### src/rtl/io_dec_pkg.sv
// Shared constants and types for the isolated I/O port decoder.
// Assumes a 16-bit data path made of two byte banks and a 16-bit I/O space.
package io_dec_pkg;
    localparam int BANK_W    = 8;
    localparam int NUM_BANKS = 2;
    localparam int WORD_W    = BANK_W * NUM_BANKS;
    localparam int DEC_W     = 16;

    typedef enum logic [1:0] {
        CMD_IDLE = 2'd0,
        CMD_RD   = 2'd1,
        CMD_WR   = 2'd2
    } io_cmd_e;
endpackage

### src/rtl/io_cmd_gen.sv
// Forms the I/O command from the bus qualifier and the memory/IO and
// write/read pins. Assumes the pins are stable while cyc_act is high.
module io_cmd_gen
    import io_dec_pkg::*;
(
    input  logic    cyc_act,
    input  logic    mem_sel,
    input  logic    wr_sel,
    output io_cmd_e cmd
);
    // Decode the cycle type; memory cycles never become I/O commands.
    always_comb begin
        cmd = CMD_IDLE;
        if (cyc_act && !mem_sel) begin
            cmd = wr_sel ? CMD_WR : CMD_RD;
        end
    end
endmodule

### src/rtl/io_addr_match.sv
// Compares the 16-bit port address with the decoded window and returns
// the word-port index. Assumes BASE_ADDR is even; bit 0 picks a bank.
module io_addr_match
    import io_dec_pkg::*;
#(
    parameter logic [DEC_W-1:0] BASE_ADDR = 16'h0300,
    parameter int               NUM_PORTS = 4,
    parameter int               IDX_W     = 2
) (
    input  logic [DEC_W-1:0] port_addr,
    output logic             hit,
    output logic [IDX_W-1:0] idx
);
    localparam logic [DEC_W:0] SPAN = (DEC_W+1)'(2 * NUM_PORTS);

    logic [DEC_W:0] offset;
    logic           unused_off;

    // Offset from the base, one bit wider so a borrow marks "below base".
    always_comb begin
        offset = {1'b0, port_addr} - {1'b0, BASE_ADDR};
        hit    = !offset[DEC_W] && (offset < SPAN);
        idx    = offset[IDX_W:1];
    end

    assign unused_off = ^{offset[DEC_W-1:IDX_W+1], offset[0]};
endmodule

### src/rtl/io_bank_strobe.sv
// Builds the low and high byte-bank latch strobes for each port from the
// write command, the address hit, bank-select bit 0 and the high-bank enable.
module io_bank_strobe #(
    parameter int NUM_PORTS = 4,
    parameter int IDX_W     = 2
) (
    input  logic                 wr_cmd,
    input  logic                 hit,
    input  logic [IDX_W-1:0]     idx,
    input  logic                 a0,
    input  logic                 hi_bank_n,
    output logic [NUM_PORTS-1:0] stb_lo,
    output logic [NUM_PORTS-1:0] stb_hi
);
    logic go;

    // A strobe is only possible for a decoded I/O write.
    assign go = wr_cmd && hit;

    for (genvar p = 0; p < NUM_PORTS; p++) begin : g_port
        logic sel;
        // Port select from the word index.
        assign sel       = go && (idx == IDX_W'(p));
        // Low bank enabled by even address, high bank by its own enable.
        assign stb_lo[p] = sel && !a0;
        assign stb_hi[p] = sel && !hi_bank_n;
    end
endmodule

### src/rtl/io_byte_latch.sv
// One byte of an output port: loads on the clock edge where its strobe
// is high and holds otherwise. Synchronous active-low reset to zero.
module io_byte_latch
    import io_dec_pkg::*;
(
    input  logic              clk,
    input  logic              rst_n,
    input  logic              load,
    input  logic [BANK_W-1:0] d,
    output logic [BANK_W-1:0] q
);
    // Capture bus data on the strobe; keep it until the next strobe.
    always_ff @(posedge clk) begin
        if (!rst_n) begin
            q <= '0;
        end else if (load) begin
            q <= d;
        end
    end
endmodule

### src/rtl/io_in_gate.sv
// Gated input path standing in for tri-state buffers: a single enable
// presents the selected input word; otherwise the word is forced to zero.
module io_in_gate
    import io_dec_pkg::*;
#(
    parameter int NUM_PORTS = 4,
    parameter int IDX_W     = 2
) (
    input  logic                        rd_cmd,
    input  logic                        hit,
    input  logic [IDX_W-1:0]            idx,
    input  logic [NUM_PORTS*WORD_W-1:0] in_ports,
    output logic                        rd_oe,
    output logic [WORD_W-1:0]           rd_data
);
    // One enable for the whole word; bank enables are not consulted.
    assign rd_oe = rd_cmd && hit;

    // Select the indexed word only while enabled.
    always_comb begin
        rd_data = '0;
        for (int p = 0; p < NUM_PORTS; p++) begin
            if (rd_oe && (idx == IDX_W'(p))) begin
                rd_data = in_ports[p*WORD_W +: WORD_W];
            end
        end
    end
endmodule

### src/rtl/io_port_decoder.sv
// Isolated I/O port decoder top. Decodes I/O cycles for NUM_PORTS word
// ports at BASE_ADDR, strobes byte-bank output latches on writes and gates
// input words onto the read bus on reads. Assumes BASE_ADDR is even and
// that address bits above bit 15 carry no meaning for I/O cycles.
module io_port_decoder
    import io_dec_pkg::*;
#(
    parameter int               BUS_ADDR_W = 20,
    parameter logic [DEC_W-1:0] BASE_ADDR  = 16'h0300,
    parameter int               NUM_PORTS  = 4
) (
    input  logic                        clk,
    input  logic                        rst_n,
    input  logic                        cyc_act,
    input  logic                        mem_sel,
    input  logic                        wr_sel,
    input  logic [BUS_ADDR_W-1:0]       addr,
    input  logic                        hi_bank_n,
    input  logic [WORD_W-1:0]           wdata,
    output logic [NUM_PORTS-1:0]        wr_stb_lo,
    output logic [NUM_PORTS-1:0]        wr_stb_hi,
    output logic [NUM_PORTS*WORD_W-1:0] out_ports,
    input  logic [NUM_PORTS*WORD_W-1:0] in_ports,
    output logic                        rd_oe,
    output logic [WORD_W-1:0]           rd_data
);
    localparam int IDX_W = (NUM_PORTS > 1) ? $clog2(NUM_PORTS) : 1;

    io_cmd_e          cmd;
    logic             hit;
    logic [IDX_W-1:0] idx;
    logic             unused_hi_addr;

    // Upper address bits take no part in I/O decoding.
    assign unused_hi_addr = ^addr[BUS_ADDR_W-1:DEC_W];

    io_cmd_gen u_cmd (
        .cyc_act (cyc_act),
        .mem_sel (mem_sel),
        .wr_sel  (wr_sel),
        .cmd     (cmd)
    );

    io_addr_match #(
        .BASE_ADDR (BASE_ADDR),
        .NUM_PORTS (NUM_PORTS),
        .IDX_W     (IDX_W)
    ) u_match (
        .port_addr (addr[DEC_W-1:0]),
        .hit       (hit),
        .idx       (idx)
    );

    io_bank_strobe #(
        .NUM_PORTS (NUM_PORTS),
        .IDX_W     (IDX_W)
    ) u_stb (
        .wr_cmd    (cmd == CMD_WR),
        .hit       (hit),
        .idx       (idx),
        .a0        (addr[0]),
        .hi_bank_n (hi_bank_n),
        .stb_lo    (wr_stb_lo),
        .stb_hi    (wr_stb_hi)
    );

    io_in_gate #(
        .NUM_PORTS (NUM_PORTS),
        .IDX_W     (IDX_W)
    ) u_in (
        .rd_cmd   (cmd == CMD_RD),
        .hit      (hit),
        .idx      (idx),
        .in_ports (in_ports),
        .rd_oe    (rd_oe),
        .rd_data  (rd_data)
    );

    for (genvar p = 0; p < NUM_PORTS; p++) begin : g_out
        io_byte_latch u_lo (
            .clk   (clk),
            .rst_n (rst_n),
            .load  (wr_stb_lo[p]),
            .d     (wdata[BANK_W-1:0]),
            .q     (out_ports[p*WORD_W +: BANK_W])
        );
        io_byte_latch u_hi (
            .clk   (clk),
            .rst_n (rst_n),
            .load  (wr_stb_hi[p]),
            .d     (wdata[WORD_W-1:BANK_W]),
            .q     (out_ports[p*WORD_W+BANK_W +: BANK_W])
        );


        lo_hold_chk: assert property (@(posedge clk) disable iff (!rst_n)
            !wr_stb_lo[p] |=> $stable(out_ports[p*WORD_W +: BANK_W]));

        lo_load_chk: assert property (@(posedge clk) disable iff (!rst_n)
            wr_stb_lo[p] |=> out_ports[p*WORD_W +: BANK_W] == $past(wdata[BANK_W-1:0]));

        hi_hold_chk: assert property (@(posedge clk) disable iff (!rst_n)
            !wr_stb_hi[p] |=> $stable(out_ports[p*WORD_W+BANK_W +: BANK_W]));
    end


    wr_qual_chk: assert property (@(posedge clk) disable iff (!rst_n)
        (|{wr_stb_lo, wr_stb_hi}) |-> (cyc_act && !mem_sel && wr_sel));

    rd_qual_chk: assert property (@(posedge clk) disable iff (!rst_n)
        rd_oe |-> (cyc_act && !mem_sel && !wr_sel));

    lo_onehot_chk: assert property (@(posedge clk) disable iff (!rst_n)
        $onehot0(wr_stb_lo));

    hi_onehot_chk: assert property (@(posedge clk) disable iff (!rst_n)
        $onehot0(wr_stb_hi));

    word_pair_chk: assert property (@(posedge clk) disable iff (!rst_n)
        (cmd == CMD_WR && hit && !addr[0] && !hi_bank_n)
            |-> (wr_stb_lo == wr_stb_hi && $countones(wr_stb_lo) == 1));

    rd_zero_chk: assert property (@(posedge clk) disable iff (!rst_n)
        !rd_oe |-> rd_data == '0);

    miss_quiet_chk: assert property (@(posedge clk) disable iff (!rst_n)
        !hit |-> (!rd_oe && wr_stb_lo == '0 && wr_stb_hi == '0));
endmodule

### config.mk
export PLATFORM = sky130hd
export DESIGN_NAME = io_port_decoder
export DESIGN_NICKNAME = d
export VERILOG_FILES = /design/src/rtl/io_dec_pkg.sv /design/src/rtl/io_cmd_gen.sv /design/src/rtl/io_addr_match.sv /design/src/rtl/io_bank_strobe.sv /design/src/rtl/io_byte_latch.sv /design/src/rtl/io_in_gate.sv /design/src/rtl/io_port_decoder.sv
export SDC_FILE = /design/constraint.sdc
export NUM_CORES = 1
export LEC_CHECK = 0
export BUFFER_PORTS_ARGS = -buffer_cell sky130_fd_sc_hd__buf_2
export CAP_MARGIN = 5
export CORE_MARGIN = 3
export CORE_UTILIZATION = 40
export CTS_BUF_LIST = sky130_fd_sc_hd__clkbuf_2 sky130_fd_sc_hd__clkbuf_4 sky130_fd_sc_hd__clkbuf_8
export CTS_CLUSTER_DIAMETER = 60
export CTS_CLUSTER_SIZE = 25
export DETAILED_ROUTE_END_ITERATION = 16
export PLACE_DENSITY_LB_ADDON = 0.05
export SYNTH_ARGS = -nofsm -noshare
export SYNTH_HDL_FRONTEND = slang
export SYNTH_SLANG_ARGS = --single-unit
### constraint.sdc
create_clock -name clk -period 2.3 [get_ports clk]
set_clock_uncertainty 0.05 [all_clocks]
set_input_delay 0.345 -clock clk [delete_from_list [all_inputs] [get_ports clk]]
set_output_delay 0.345 -clock clk [all_outputs]
set_load 0.02 [all_outputs]
==> flow_summary.json, run 1 <==
{
  "fin_crit_sh_pct": 105,
  "rr_startpoint": "g_out[3].u_lo.q[1]",
  "post-route-util_pct": 63.1,
  "global_route_wire_length_before_repair_mm": 13.8,
  "syn_area_um2": 3150,
  "vias": 2887,
  "timing.final.setup_violations": 17,
  "hold_viol_final": 0,
  "first_global_vias": 2797,
  "die-area_um2": 8990,
  "worstRegToRegCells": 2,
  "netSwitchingPower_uw": 503,
  "post_synth_num_cell_types": 26,
  "fillCellCount": 621,
  "startpoint_type": "input port",
  "synth-seq-cells": 64,
  "cellLeakagePower_nw": 2.12,
  "slew_violations": 0,
  "diodes": 0,
  "placement.io_buffers": 190,
  "synth_sequential_area_ratio_pct": 40.6,
  "latest_clock_arrival_within_the_worst_skew_pair_ns": 0.33,
  "initial_utilization_pct": 42.4,
  "ys_dominant_reg_cell": "sky130_fd_sc_hd__dfxtp_1",
  "clk_root_buffer_cell": "sky130_fd_sc_hd__clkbuf_8",
  "worst_case_vdd_ir_drop_mv": 0.471,
  "post_drt_via_cell_ratio": 4.84,
  "coreArea_um2": 7450,
  "pre_cts_slack_ns": -0.218,
  "required_ns": 1.90,
  "gp_congestion": 0.759,
  "critical_path.max_fanout": 5,
  "final.min_clock_period_ns": 2.41,
  "max-cap-violations": 0,
  "register_area_um2": 1280,
  "comb_power_share_pct": 11.1,
  "postSynth.asyncResetShare_pct": 0,
  "drt-pass1-iter-count": 4,
  "power-per-cell-area_nw_per_um2": 486,
  "tightest_slew_ns": 0.591,
  "gr-total-overflow": 0,
  "clock_tree.htree_level_count": 3,
  "hold_path_class": "input port to register",
  "detail_route.drc_violations": 0,
  "pwr-share-clk_pct": 40.4,
  "tritoncts": "built",
  "internal_power_mw": 1.78,
  "global_route.usage.total_pct": 20.1,
  "cts-buffers-inserted": 9,
  "status": "complete, but fails checks",
  "seqPwrFrac_pct": 48.5,
  "max-slew-margin-rel_pct": 60.6,
  "numClockSinks": 64,
  "min-delay-start": "wdata[10]",
  "multiInputGateArea_um2": 1840,
  "synth_edf_count": 0,
  "top_level_ports": 195,
  "synthesized_netlist_net_count": 411,
  "sw_frac_of_total_pct": 22.0,
  "total_power_mw": 2.28,
  "timing_worst_setup_path_type": "input port to primary output",
  "num-nets-final": 599,
  "clock_path_buffers": 2,
  "die_w_um": 94.8,
  "synth_area_per_cell_um2": 10.4,
  "final_antenna_net_count": 0,
  "fmax_ghz": 0.415,
  "rr_endpoint": "g_out[3].u_lo.q[1]",
  "drt_first_iter_violations": 82,
  "violations": "setup timing",
  "synthCells": 304,
  "drt_wl_total_mm": 9.48,
  "post_route_cells_drive_above_1_share_pct": 54.7,
  "clkSlewWorstSetupHoldPaths_ns": 0.07,
  "antenna_found_initial": 0,
  "yosys_warnings": 0,
  "fp.dieH_um": 94.8,
  "hold_path_end": "g_out[1].u_hi.q[2]",
  "area_growth_syn_to_layout_pct": 49.0,
  "fin_ws_ns": -0.113,
  "reg2reg_slack_ns": 1.64,
  "min_delay_path_depth": 3,
  "largest_net_degree_at_the_start_of_global_routing": 81,
  "cp-startpoint": "addr[9]",
  "std_cell_rows": 31,
  "detail_route.wl_per_cell_um": 15.9,
  "setup.worst_path.end_class": "primary output",
  "place.detailed.hpwl_mm": 7.06,
  "setup-tns-final_ns": -1.21,
  "grt_setup_unrepaired": "true",
  "signal_arrival_time_at_the_worst_endpoint_ns": 2.02
}
## worst max-delay path, stage by stage
cell	delay, ns
sky130_fd_sc_hd__buf_8	0.10
sky130_fd_sc_hd__ha_4	0.23
sky130_fd_sc_hd__nor4b_4	0.21
sky130_fd_sc_hd__nand2_2	0.09
sky130_fd_sc_hd__or4_4	0.61
sky130_fd_sc_hd__clkbuf_16	0.20
sky130_fd_sc_hd__nor2b_4	0.11
sky130_fd_sc_hd__buf_6	0.12
## cell usage in the layout, fill, tap and decap left out
master and count:
sky130_fd_sc_hd__a211oi_4 1, sky130_fd_sc_hd__and2b_2 7, sky130_fd_sc_hd__buf_12 2, sky130_fd_sc_hd__buf_2 168, sky130_fd_sc_hd__buf_4 18, sky130_fd_sc_hd__buf_6 17, sky130_fd_sc_hd__buf_8 2, sky130_fd_sc_hd__bufinv_16 1
sky130_fd_sc_hd__clkbuf_16 1, sky130_fd_sc_hd__clkbuf_4 3, sky130_fd_sc_hd__clkbuf_8 9, sky130_fd_sc_hd__clkinv_2 3, sky130_fd_sc_hd__dfxtp_1 64, sky130_fd_sc_hd__ha_4 1, sky130_fd_sc_hd__inv_1 1, sky130_fd_sc_hd__mux2i_1 64
sky130_fd_sc_hd__mux4_2 16, sky130_fd_sc_hd__nand2_1 86, sky130_fd_sc_hd__nand2_2 1, sky130_fd_sc_hd__nand3_1 2, sky130_fd_sc_hd__nor2_1 1, sky130_fd_sc_hd__nor2b_1 4, sky130_fd_sc_hd__nor2b_4 9, sky130_fd_sc_hd__nor3_1 1
sky130_fd_sc_hd__nor4_2 5, sky130_fd_sc_hd__nor4_4 3, sky130_fd_sc_hd__nor4b_4 2, sky130_fd_sc_hd__o211ai_4 1, sky130_fd_sc_hd__o21a_1 2, sky130_fd_sc_hd__or4_4 2
## through the flow
stage / instance area [um2] / hold WS [ns] / std cells
finish: 4700 / 0.288 / 596
global route: 4700 / 0.294 / 596
CTS: 4630 / 0.272 / 593
detailed placement: 4290 / 0.393 / 575
global placement: 4290 / 0.390 / 575
floorplan: 3220 / 0.483 / 304
## sequential cells by signal, indices dropped and copies added (netlist names)
register and cells:
g_out.u_lo.q 32, g_out.u_hi.q 32
## synthesized netlist by cell type (2+ instances only)
| master | number | area [um2] |
|---|---|---|
| sky130_fd_sc_hd__and2b_2 | 7 | 61.3 |
| sky130_fd_sc_hd__buf_2 | 9 | 45.0 |
| sky130_fd_sc_hd__buf_4 | 8 | 60.1 |
| sky130_fd_sc_hd__clkbuf_1 | 12 | 45.0 |
| sky130_fd_sc_hd__dfxtp_1 | 64 | 1280 |
| sky130_fd_sc_hd__mux2i_1 | 64 | 641 |
| sky130_fd_sc_hd__mux4_2 | 16 | 360 |
| sky130_fd_sc_hd__nand2_1 | 87 | 327 |
| sky130_fd_sc_hd__nand3_1 | 2 | 10.0 |
| sky130_fd_sc_hd__nor2b_1 | 4 | 25.0 |
| sky130_fd_sc_hd__nor2b_2 | 7 | 61.3 |
| sky130_fd_sc_hd__nor2b_4 | 2 | 27.5 |
| sky130_fd_sc_hd__nor4_1 | 8 | 50.1 |
| sky130_fd_sc_hd__o21a_1 | 2 | 15.0 |
## area by class of cell
cell class	instances	area share, %
clock buffers	12	3.12
clock inverters	4	0.958
inverters	1	0.0799
multi-input cells	208	39.1
flip-flops and latches	64	27.3
well taps	99	2.64
repair buffers	208	26.9
## timing repair
item | CTS | global route
pin swaps | 1 | 4
hold buffers | 0 | 0
gates resized for setup | 39 | 7
setup endpoints to repair | 17 | 22
setup buffers | 2 | 1
hold endpoints to repair | 0 | 0
gates cloned | 0 | 2
## cell families after synthesis
logic type,synth area share [%]
compound gates,1.78
fa+ha+maj,0.397
buf+inv,5.99
flops,40.6
mux,31.7
simple gates,19.5
## routing by layer
metal	share of wire [%]	vias to the layer above	track usage (%)
met3	8.3	12	5.82
met2	51	111	36.3
met5	0	-	0
met4	1.7	0	7.69
li1	-	1415	-
met1	39	1349	22.0
## power groups by stage
| stage | registers (mW) | logic [mW] | clock network [mW] |
|---|---|---|---|
| 3_5_place_dp | 1.13 | 0.246 | 0 |
| 3_3_place_gp | 1.13 | 0.241 | 0 |
| 6_report | 1.11 | 0.254 | 0.922 |
| 4_1_cts | 1.11 | 0.251 | 0.959 |
| 2_1_floorplan | 1.13 | 0.129 | 0 |
| 5_1_grt | 1.11 | 0.274 | 1.01 |
## worst max path at each step
stage,endpoint,slack [ns],depth (start not counted)
finish,rd_data[8],-0.11,8
global route,rd_data[6],-0.15,8
CTS,rd_data[11],-0.10,8
detailed placement,rd_data[11],-0.22,8
global placement,rd_data[6],-0.20,8
floorplan,rd_data[10],-0.04,7
No activity file was read; power rests on OpenSTA's default activity.
==> run 2: changes to the inputs <==
- CORE_UTILIZATION: 40 -> 39
- CTS_BUF_LIST: sky130_fd_sc_hd__clkbuf_2 sky130_fd_sc_hd__clkbuf_4 sky130_fd_sc_hd__clkbuf_8 -> sky130_fd_sc_hd__clkbuf_16
- SKIP_LAST_GASP: unset -> 1
==> flow_summary.json, run 2 (synthesized netlist as in run 1, its figures left out) <==
{
  "status": "complete, but fails checks",
  "violations": "setup timing",
  "drt_first_iter_violations": 108,
  "slew_violations": 0,
  "finalInstanceArea_um2": 4820,
  "drt_wl_total_mm": 9.66,
  "num-nets-final": 599,
  "reg2reg_slack_ns": 1.63,
  "antenna_found_initial": 0,
  "timing_worst_setup_path_type": "input port to primary output",
  "post_drt_via_cell_ratio": 4.90,
  "initial_utilization_pct": 40.4,
  "top_level_ports": 195,
  "max-slew-margin-rel_pct": 60.4,
  "gp_congestion": 0.743,
  "fillCellCount": 695,
  "tightest_slew_ns": 0.594,
  "setup-tns-final_ns": -0.613,
  "detail_route.wl_per_cell_um": 16.2,
  "grt_setup_unrepaired": "true",
  "die_w_um": 95.9,
  "post-route-util_pct": 61.8,
  "placement.io_buffers": 190,
  "global_route_wire_length_before_repair_mm": 14.1,
  "multiInputGateArea_um2": 1860,
  "fmax_ghz": 0.420,
  "largest_net_degree_at_the_start_of_global_routing": 81,
  "clock_path_buffers": 2,
  "std_cell_rows": 32,
  "place.detailed.hpwl_mm": 7.16,
  "final.min_clock_period_ns": 2.38,
  "global_route.usage.total_pct": 20.0,
  "fin_crit_sh_pct": 103,
  "cellLeakagePower_nw": 2.18,
  "timing.final.setup_violations": 14,
  "signal_arrival_time_at_the_worst_endpoint_ns": 1.98,
  "coreArea_um2": 7810,
  "clkSlewWorstSetupHoldPaths_ns": 0.05,
  "numClockSinks": 64,
  "worst_case_vdd_ir_drop_mv": 0.603,
  "fp.dieH_um": 95.9,
  "clk_root_buffer_cell": "sky130_fd_sc_hd__clkbuf_16",
  "hold_path_class": "input port to register",
  "power-per-cell-area_nw_per_um2": 545,
  "vias": 2933,
  "reg_top3": "g_out.u_hi.q: 32 flops, g_out.u_lo.q: 32 flops",
  "final_common_cell": "sky130_fd_sc_hd__buf_2",
  "final_antenna_net_count": 0,
  "tritoncts": "built",
  "critical_path.max_fanout": 5,
  "hold_viol_final": 0,
  "latest_clock_arrival_within_the_worst_skew_pair_ns": 0.31,
  "diodes": 0,
  "register_area_um2": 1280,
  "first_global_vias": 2871,
  "gr-total-overflow": 0,
  "clock_tree.htree_level_count": 3,
  "final.hold.worst_slack_ns": 0.309,
  "placedInstanceArea_um2": 4300,
  "drt-pass1-iter-count": 6,
  "placed_cells_incl_taps": 579,
  "cts-buffers-inserted": 9,
  "total_power_mw": 2.63,
  "final_cell_mix": "sky130_fd_sc_hd__buf_2, sky130_fd_sc_hd__nand2_1, sky130_fd_sc_hd__mux2i_1, sky130_fd_sc_hd__dfxtp_1, sky130_fd_sc_hd__buf_4",
  "post_route_cells_drive_above_1_share_pct": 54.2,
  "detail_route.drc_violations": 0,
  "startpoint_type": "input port",
  "area_growth_syn_to_layout_pct": 52.9,
  "fin_ws_ns": -0.0782,
  "max-cap-violations": 0,
  "setup.worst_path.end_class": "primary output",
  "required_ns": 1.90,
  "die-area_um2": 9200,
  "finalNonFillerCells": 598,
  "cts_hold_repair.buffers": 0,
  "pre_cts_slack_ns": -0.220
}
## run 2: cell types whose count changed in the layout (fill, tap and decap cells not counted), sizes merged
cell / delta
clkbuf: -3
clkinv: +1
inv: +1
## run 2: critical path, cell delays in order
cell	delay [ns]
sky130_fd_sc_hd__buf_8	0.10
sky130_fd_sc_hd__ha_4	0.23
sky130_fd_sc_hd__nor4b_4	0.26
sky130_fd_sc_hd__nand2_2	0.11
sky130_fd_sc_hd__or4_4	0.51
sky130_fd_sc_hd__clkbuf_16	0.20
sky130_fd_sc_hd__nor2b_4	0.11
sky130_fd_sc_hd__buf_6	0.12
## run 2: final timing paths
check | startpoint | end | cells past startpoint
setup / recovery | addr[8] | rd_data[10] | 8
hold / removal | wdata[13] | g_out[0].u_hi.q[5] | 3
setup reg to reg | g_out[3].u_lo.q[2] | g_out[3].u_lo.q[2] | 2
hold reg to reg | g_out[1].u_hi.q[2] | g_out[1].u_hi.q[2] | 2
## run 2: final cells by class
class | instances | area share, %
Clock buffer | 9 | 4.67
Clock inverter | 6 | 1.09
Multi-Input combinational cell | 208 | 38.6
Timing Repair Buffer | 208 | 26.3
Tap cell | 102 | 2.65
Sequential cell | 64 | 26.6
Inverter | 1 | 0.0778
## run 2: timing repair
action / 4_1_cts / 5_1_grt
pin swaps: 1 / 7
setup endpoints to repair: 17 / 23
gates cloned: 0 / 2
setup buffers: 1 / 1
gates resized for setup: 18 / 36
## run 2: power by group
| part | internal (mW) | switching [mW] |
|---|---|---|
| Sequential | 1.11 | 0.00000151 |
| Clock | 0.817 | 0.446 |
| Combinational | 0.142 | 0.114 |
| Total | 2.07 | 0.559 |
## run 2: metal layers
layer	share of wire, %	up-vias	routed length (um)	track usage, %
met3	9.7	18	935	5.86
li1	-	1416	-	-
met5	0	-	0	0
met1	36	1384	3490	21.4
met2	52	115	5010	36.6
met4	2.3	0	222	7.70
==> run 3: changes to the inputs <==
- CORE_ASPECT_RATIO: unset -> 1.75
==> flow_summary.json, run 3 (synthesized netlist as in run 1, its figures left out) <==
{
  "largest_net_degree_at_the_start_of_global_routing": 81,
  "timing_worst_setup_path_type": "input port to primary output",
  "clk_root_buffer_cell": "sky130_fd_sc_hd__clkbuf_16",
  "fin_ws_ns": -0.0775,
  "multiInputGateArea_um2": 1820,
  "startpoint_type": "input port",
  "drt-pass1-iter-count": 4,
  "critPathSlowestCell": "sky130_fd_sc_hd__or4_4",
  "fillCellCount": 697,
  "cp-startpoint": "addr[9]",
  "worst-path-buf-inv": 2,
  "worst_path_dominant_cell_family": "simple AND/OR/NAND/NOR gates",
  "min_delay_path_depth": 3,
  "cts-buffers-inserted": 9,
  "max-slew-margin-rel_pct": 59.4,
  "drt_wl_total_mm": 9.12,
  "grt_setup_unrepaired": "true",
  "required_ns": 1.90,
  "final_common_cell": "sky130_fd_sc_hd__buf_2",
  "std_cell_rows": 42,
  "timing.final.setup_violations": 15,
  "setup.worst_path.end_class": "primary output",
  "clock_tree.htree_level_count": 3,
  "signal_arrival_time_at_the_worst_endpoint_ns": 1.98,
  "rr_startpoint": "g_out[2].u_hi.q[4]",
  "drt_first_iter_violations": 58,
  "global_route_wire_length_before_repair_mm": 13.9,
  "coreArea_um2": 7720,
  "total_power_mw": 2.49,
  "placement.io_buffers": 190,
  "power-per-cell-area_nw_per_um2": 533,
  "detail_route.wl_per_cell_um": 15.7,
  "cell_count_along_the_critical_path": 7,
  "final.hold.worst_slack_ns": 0.314,
  "final.min_clock_period_ns": 2.38,
  "rr_endpoint": "g_out[2].u_hi.q[4]",
  "hold_path_end": "g_out[3].u_hi.q[2]",
  "critical_path.max_fanout": 5,
  "global_route.usage.total_pct": 19.5,
  "num-nets-final": 596,
  "worstRegToRegCells": 2,
  "reg2reg_slack_ns": 1.66,
  "vias": 2860,
  "register_area_um2": 1280,
  "place.detailed.hpwl_mm": 6.89,
  "fmax_ghz": 0.421,
  "cpPeakStageDelay_ns": 0.61,
  "gr-total-overflow": 0,
  "post_drt_via_cell_ratio": 4.91,
  "fin_crit_sh_pct": 103,
  "clock_path_buffers": 2,
  "first_global_vias": 2836,
  "worst_case_vdd_ir_drop_mv": 0.431,
  "detail_route.drc_violations": 0,
  "diodes": 0,
  "min-delay-start": "wdata[10]",
  "tritoncts": "built",
  "top_level_ports": 195,
  "hold_viol_final": 0,
  "tightest_slew_ns": 0.609,
  "die-area_um2": 9250,
  "reg_top3": "g_out.u_hi.q: 32 flops, g_out.u_lo.q: 32 flops",
  "fp.dieH_um": 125,
  "status": "complete, but fails checks",
  "clkSlewWorstSetupHoldPaths_ns": 0.05,
  "final_cell_mix": "sky130_fd_sc_hd__buf_2, sky130_fd_sc_hd__nand2_1, sky130_fd_sc_hd__mux2i_1, sky130_fd_sc_hd__dfxtp_1",
  "die_w_um": 74.0,
  "final_antenna_net_count": 0,
  "cellLeakagePower_nw": 2.12,
  "slew_violations": 0,
  "latest_clock_arrival_within_the_worst_skew_pair_ns": 0.31,
  "hold_path_class": "input port to register",
  "antenna_found_initial": 0,
  "cts_hold_repair.buffers": 0,
  "initial_utilization_pct": 40.8,
  "path_cells": "buf_8, ha_4, nor4b_4, nand2_2, or4_4, and2b_2, buf_6",
  "post_route_cells_drive_above_1_share_pct": 53.6,
  "violations": "setup timing",
  "numClockSinks": 64,
  "max-cap-violations": 0,
  "area_growth_syn_to_layout_pct": 48.2,
  "gp_congestion": 0.742
}
-- run 3: layout make-up --
| cell class | count | share of cell area, % |
|---|---|---|
| clock buffers | 9 | 4.82 |
| clock inverters | 7 | 0.643 |
| inverters | 1 | 0.0803 |
| multi-input cells | 208 | 38.9 |
| flip-flops and latches | 64 | 27.4 |
| well taps | 88 | 2.36 |
| repair buffers | 205 | 25.8 |
-- run 3: routing by layer --
layer | vias to the layer above | global-route usage [%] | part of all wire [%]
li1 | 1406 | - | -
met1 | 1328 | 20.4 | 35
met2 | 119 | 35.6 | 55
met3 | 7 | 5.38 | 9.1
met4 | 0 | 6.94 | 1.0
met5 | - | 0 | 0
-- run 3: metrics by stage --
step	util (%)	TNS [ns]	worst slack, ns	area (um2)	std cells
3_3_place_gp	55.3	-3.33	-0.258	4280	564
6_report	60.5	-0.708	-0.0775	4670	582
4_1_cts	60.1	-0.641	-0.0706	4650	582
5_1_grt	60.5	-1.93	-0.146	4670	582
2_1_floorplan	-	-0.412	-0.0430	3220	304
3_5_place_dp	55.3	-3.43	-0.267	4280	564
-- run 3: how the worst max path moves through the flow --
| stage | end |
|---|---|
| final | rd_data[0] |
| after floorplan | rd_data[10] |
| after detailed placement | rd_data[12] |
| after global routing | rd_data[8] |
| after CTS | rd_data[12] |
| after global placement | rd_data[10] |
-- run 3: worst min-delay path: stages --
cell                      delay [ns]
sky130_fd_sc_hd__buf_2          0.08
sky130_fd_sc_hd__nand2_1        0.08
sky130_fd_sc_hd__mux2i_1        0.13
-- run 3: what timing repair did --
item,CTS,global route
buffers inserted,1,0
resized for setup,32,7
setup endpoints to repair,17,18
pin swaps,3,1
gates cloned,1,0
-- run 3: report_power, final --
group / internal, mW / switching, mW / leakage [nW]
clock network: 0.705 / 0.431 / 0.133
registers: 1.11 / 0.00000157 / 0.515
logic: 0.140 / 0.105 / 1.47
total: 1.96 / 0.536 / 2.12
